## config.mk

```make
export PLATFORM = sky130hd
export DESIGN_NAME = rst_seq
export DESIGN_NICKNAME = d
export VERILOG_FILES = /design/src/rtl/rst_seq_pkg.sv /design/src/rtl/rst_seq_sync.sv /design/src/rtl/rst_seq_strap.sv /design/src/rtl/rst_seq_ctrl.sv /design/src/rtl/rst_seq.sv
export SDC_FILE = /design/constraint.sdc
export NUM_CORES = 1
export LEC_CHECK = 0
export ABC_AREA = 0
export BUFFER_PORTS_ARGS = -buffer_cell sky130_fd_sc_hd__buf_2
export CORE_AREA = 2 2 39 41
export CTS_CLUSTER_SIZE = 14
export DETAILED_ROUTE_END_ITERATION = 7
export DIE_AREA = 0 0 41 43
export PLACE_DENSITY = 0.51
export SYNTH_ARGS = -nofsm -noshare
export SYNTH_HDL_FRONTEND = slang
export SYNTH_SLANG_ARGS = --single-unit
```

## constraint.sdc

```tcl
create_clock -name clk_i -period 1.1 [get_ports clk_i]
set_clock_uncertainty 0.1 [all_clocks]
set_input_delay 0.165 -clock clk_i [delete_from_list [all_inputs] [get_ports clk_i]]
set_output_delay 0.165 -clock clk_i [all_outputs]
set_load 0.005 [all_outputs]
```

## src/rtl/rst_seq_pkg.sv

```systemverilog
package rst_seq_pkg;
  localparam int unsigned CNT_W = 3;
  localparam int unsigned SYNC_STAGES = 2;

  typedef enum logic [1:0] {
    RS_HOLD  = 2'd0,
    RS_DELAY = 2'd1,
    RS_FLASH = 2'd2,
    RS_RUN   = 2'd3
  } rs_state_e;
endpackage

```

## src/rtl/rst_seq_sync.sv

```systemverilog
// Async assert, synchronous release of the qualified reset.
module rst_seq_sync #(
  parameter int unsigned STAGES = 2
) (
  input  logic clk_i,
  input  logic arst_ni,
  output logic rel_no
);
  logic [STAGES-1:0] sync_q;

  always_ff @(posedge clk_i or negedge arst_ni) begin
    if (!arst_ni) sync_q <= '0;
    else          sync_q <= {sync_q[STAGES-2:0], 1'b1};
  end

  assign rel_no = sync_q[STAGES-1];
endmodule

```

## src/rtl/rst_seq_strap.sv

```systemverilog
// Strap tracks the pin while held; frozen from the release edge on.
module rst_seq_strap (
  input  logic clk_i,
  input  logic hold_i,
  input  logic strap_i,
  output logic boot_int_o
);
  logic strap_q;

  always_ff @(posedge clk_i) begin
    if (hold_i) strap_q <= strap_i;
  end

  assign boot_int_o = strap_q;
endmodule

```

## src/rtl/rst_seq_ctrl.sv

```systemverilog
module rst_seq_ctrl
  import rst_seq_pkg::*;
#(
  parameter int unsigned REL_CYC = 4
) (
  input  logic             clk_i,
  input  logic             rel_ni,
  input  logic             boot_int_i,
  input  logic             flash_ready_i,
  output rs_state_e        state_o,
  output logic [CNT_W-1:0] cnt_o
);
  localparam logic [CNT_W-1:0] CNT_INIT = CNT_W'(REL_CYC - 2);

  rs_state_e        state_q, state_d;
  logic [CNT_W-1:0] cnt_q, cnt_d;

  always_comb begin
    state_d = state_q;
    cnt_d   = cnt_q;
    unique case (state_q)
      RS_HOLD: begin
        if (!boot_int_i)        state_d = RS_DELAY;
        else if (flash_ready_i) state_d = RS_RUN;
        else                    state_d = RS_FLASH;
      end
      RS_DELAY: begin
        if (cnt_q == '0) state_d = RS_RUN;
        else             cnt_d   = cnt_q - 1'b1;
      end
      RS_FLASH: if (flash_ready_i) state_d = RS_RUN;
      RS_RUN:   ;
      default:  state_d = RS_HOLD;
    endcase
  end

  always_ff @(posedge clk_i or negedge rel_ni) begin
    if (!rel_ni) begin
      state_q <= RS_HOLD;
      cnt_q   <= CNT_INIT;
    end else begin
      state_q <= state_d;
      cnt_q   <= cnt_d;
    end
  end

  assign state_o = state_q;
  assign cnt_o   = cnt_q;
endmodule

```

## src/rtl/rst_seq.sv

```systemverilog
module rst_seq
  import rst_seq_pkg::*;
#(
  parameter int unsigned REL_CYC = 4  // 3..8
) (
  input  logic clk_i,
  input  logic rst_ni,
  input  logic pulldown_ni,
  input  logic boot_strap_i,
  input  logic flash_ready_i,
  output logic core_rst_o,
  output logic rst_out_no,
  output logic bus_abort_o,
  output logic cfg_pullup_o
);
  logic             arst_n;
  logic             rel_n;
  logic             boot_int;
  rs_state_e        state;
  logic [CNT_W-1:0] dly_cnt;
  logic             run;

  assign arst_n = rst_ni | pulldown_ni;

  rst_seq_sync #(.STAGES(SYNC_STAGES)) u_sync (
    .clk_i  (clk_i),
    .arst_ni(arst_n),
    .rel_no (rel_n)
  );

  rst_seq_strap u_strap (
    .clk_i     (clk_i),
    .hold_i    (~rel_n),
    .strap_i   (boot_strap_i),
    .boot_int_o(boot_int)
  );

  rst_seq_ctrl #(.REL_CYC(REL_CYC)) u_ctrl (
    .clk_i        (clk_i),
    .rel_ni       (rel_n),
    .boot_int_i   (boot_int),
    .flash_ready_i(flash_ready_i),
    .state_o      (state),
    .cnt_o        (dly_cnt)
  );

  assign run          = (state == RS_RUN);
  assign core_rst_o   = ~run;
  assign rst_out_no   = run;
  assign bus_abort_o  = ~run;
  assign cfg_pullup_o = ~run;
endmodule

```

==> flow_metrics.py <==
metrics = {
    "status": {
        "status": "complete, but fails checks",
        "violations": "setup timing",
    },
    "layout": {
        "final_area_um2": 663,
        "final_cell_mix": "buf_6, dfrtp_1, buf_2, buf_4",
        "syn_to_final_growth_pct": 51.4,
        "nFillCells": 134,
        "drive_gt1_frac": 0.534,
        "diodes": 0,
        "finalNetCount": 70,
        "layout_commonest_cell": "buf_6",
    },
    "floorplanning": {
        "die_h_um": 43,
        "core_region_area_um2": 1380,
        "dieArea_um2": 1760,
        "row_count": 14,
        "die_w_um": 41,
        "io_pins": 9,
        "initial_core_util": 0.316,
    },
    "cts": {
        "cts_num_sinks": 8,
        "clk_pin_slew_ns": 0.06,
        "cts_buffer_depth": 2,
        "cts_setup_buffers": 0,
        "cts_made_buffers": 3,
        "cts_tree": "built",
        "root_buffer": "clkbuf_4",
        "insertion_delay_ns": 0.25,
        "htreeDepth": 1,
    },
    "critical_path": {
        "criticalPathCategory": "reg -> reg",
        "critPathLaunchType": "flip-flop",
        "end_kind": "flip-flop",
        "cpPeakStageDelay_ns": 0.53,
        "cp_data_arrival_time_ns": 1.51,
        "cp_slowest_cell": "dfstp_2",
        "crit_buf_inv": 1,
        "crit_family": "flip-flops",
        "path_max_fanout": 4,
        "crit_chain": "inv_2 > ha_4 > ha_4 > or2b_4 > nand2_1 > o21ai_1",
        "cp.required_ns": 1.13,
        "crit_top_cell": "ha_4",
    },
    "job": {
        "maxCapViolCount": 0,
    },
    "global_route": {
        "grt_pass1_wl_um": 1230,
        "grt_max_degree": 6,
        "grt-ovfl-total": 0,
        "grt_use_total": 0.108,
        "grt_pass1_vias": 317,
        "antenna_found_initial": 0,
    },
    "routing": {
        "post_drt_wl_per_cell_um": 11.0,
        "wirelength_um": 812,
        "firstDrtPassIters": 2,
        "viasPerCell": 4.15,
        "drc": 0,
        "num_vias": 307,
        "dr.first_iter.drc_count": 1,
        "antenna_left": 0,
    },
    "timing": {
        "fin_crit_ns": 1.48,
        "finalCritPeriodShare": 1.34,
        "setup_slack_ns": -0.376,
        "final_hold_viol_count": 0,
        "fin_tns_setup_ns": -2.78,
        "rsz0062_at_grt": "true",
        "setup-violations-final": 9,
        "slew_viol_final": 0,
        "fmax_ghz": 0.678,
    },
    "power_and_ir_drop": {
        "clkPwrFrac": 0.126,
        "power_frac_seq": 0.251,
        "power.net_switching_mw": 0.647,
        "ir_worst_vdd_uv": 1100,
        "power_per_cell_area_nw_per_um2": 2870,
        "p_int_mw": 1.25,
        "comb_power_share": 0.623,
        "p_leak_nw": 0.308,
        "sw_frac_of_total": 0.340,
    },
    "synthesis": {
        "synth_seq_area_share": 0.471,
        "syn_inst": 39,
        "mappedNetlistArea_um2": 438,
        "syn_nets": 50,
        "synth_area_per_cell_um2": 11.2,
        "synth_top_family_by_area": "adder cells",
        "synthMuxAreaShare": 0.0457,
        "ys_ff_latch": 8,
        "synth_xor_area_frac": 0.0200,
        "synth_warnings": 0,
        "synth_adder_area_share": 0.171,
        "synthDistinctLibCells": 17,
        "synth_compound_area_frac": 0.0229,
        "yosys.area_share.simple": 0.166,
    },
    "placement": {
        "port_buffers": 8,
        "post_dp_cell_area_um2": 556,
        "place_hpwl_um": 654,
        "place.gp.congestion": 0.631,
    },
    "worst_hold_path": {
        "hold_class": "reg -> async",
    },
}
[Yosys cell counts]
cell      instances  area [um2]
nor2b_4           1        13.8
mux2i_1           2        20.0
buf_4             2        15.0
xnor2_1           1        8.76
nor3_4            1        16.3
or2b_2            1        8.76
o21ai_0           2        10.0
nand2_1           3        11.3
nor2b_1           2        12.5
inv_1             7        26.3
or2_2             1        6.26
dfstp_2           1        26.3
ha_1              6        75.1
edfxtp_1          1        30.0
nor2_1            1        3.75
dfrtp_1           6         150
conb_1            1        3.75
[cells by family (layout without fill, tap and decap cells)]
family / Yosys count / in the layout
flops: 8 / 8
xor+xnor: 1 / 1
compound gates: 2 / 2
other cells: 1 / 1
buf+inv: 9 / 28
fa+ha+maj: 6 / 6
simple gates: 10 / 10
mux: 2 / 2
[worst reg2reg max path, delay by kind of cell, from the launching register on]
family,cells,cell delay (ns)
buf+inv,1,0.04
simple gates,2,0.32
flops,1,0.53
fa+ha+maj,2,0.31
compound gates,1,0.06
[cell type report]
cell class	instances	area, um2	share of cell area
Multi-Input combinational cell	22	233	0.351
Clock buffer	4	26.3	0.0396
Timing Repair Buffer	17	148	0.223
Sequential cell	8	208	0.313
Tap cell	16	20.0	0.0302
Inverter	7	28.8	0.0434
[sequential cells by signal (all words and copies together) (netlist names)]
register and cells:
u_ctrl.cnt_o 3, u_ctrl.state_o 2, u_sync.sync_q 2, u_strap.boot_int_o 1
[path summary, 6_finish.rpt]
path,startpoint,endpoint,slack [ns],cells past startpoint
setup / recovery,u_ctrl.cnt_o[1]$_DFFE_PN1P_,u_ctrl.cnt_o[2]$_DFFE_PN0P_,-0.38,6
hold / removal,u_sync.sync_q[1]$_DFF_PN0_,u_ctrl.state_o[1]$_DFFE_PN0P_,0.06,1
setup reg to reg,u_ctrl.cnt_o[1]$_DFFE_PN1P_,u_ctrl.cnt_o[2]$_DFFE_PN0P_,-0.38,6
hold reg to reg,u_sync.sync_q[1]$_DFF_PN0_,u_ctrl.state_o[1]$_DFFE_PN0P_,0.06,1
max in group asynchronous,rst_ni,u_sync.sync_q[0]$_DFF_PN0_,0.04,4
min in group clk_i,flash_ready_i,u_ctrl.state_o[0]$_DFFE_PN0P_,0.11,3
[metal layers]
metal  GRT usage  part of all wire
met5           0                 0
met4      0.0800             0.017
met3      0.0157             0.031
met2       0.197              0.60
met1      0.0936              0.35
[through the flow]
| step | utilization | hold WS [ns] | worst slack, ns | total power, mW | cells |
|---|---|---|---|---|---|
| after detailed placement | 0.401 | -0.0677 | -0.404 | 1.43 | 67 |
| final | 0.479 | 0.0635 | -0.376 | 1.90 | 74 |
| after global routing | 0.479 | 0.0950 | -0.405 | 2.06 | 74 |
| after global placement | 0.401 | -0.0710 | -0.353 | 1.34 | 67 |
| after floorplan | - | -0.151 | -0.325 | 1.14 | 39 |
| after CTS | 0.466 | 0.0545 | -0.383 | 1.83 | 74 |
[power groups by stage]
stage / registers (mW) / logic (mW) / clock network (mW)
5_1_grt: 0.489 / 1.30 / 0.272
4_1_cts: 0.469 / 1.10 / 0.258
3_5_place_dp: 0.469 / 0.957 / 0
2_1_floorplan: 0.466 / 0.674 / 0
6_report: 0.478 / 1.18 / 0.239
3_3_place_gp: 0.464 / 0.874 / 0
[what timing repair did]
action | in CTS | in global routing
hold buffers | 3 | 0
hold endpoints to repair | 3 | 0
pin swaps | 3 | 2
gates resized for setup | 8 | 7
endpoints found under the setup margin | 9 | 9
Power figures use the tool's default switching activity.
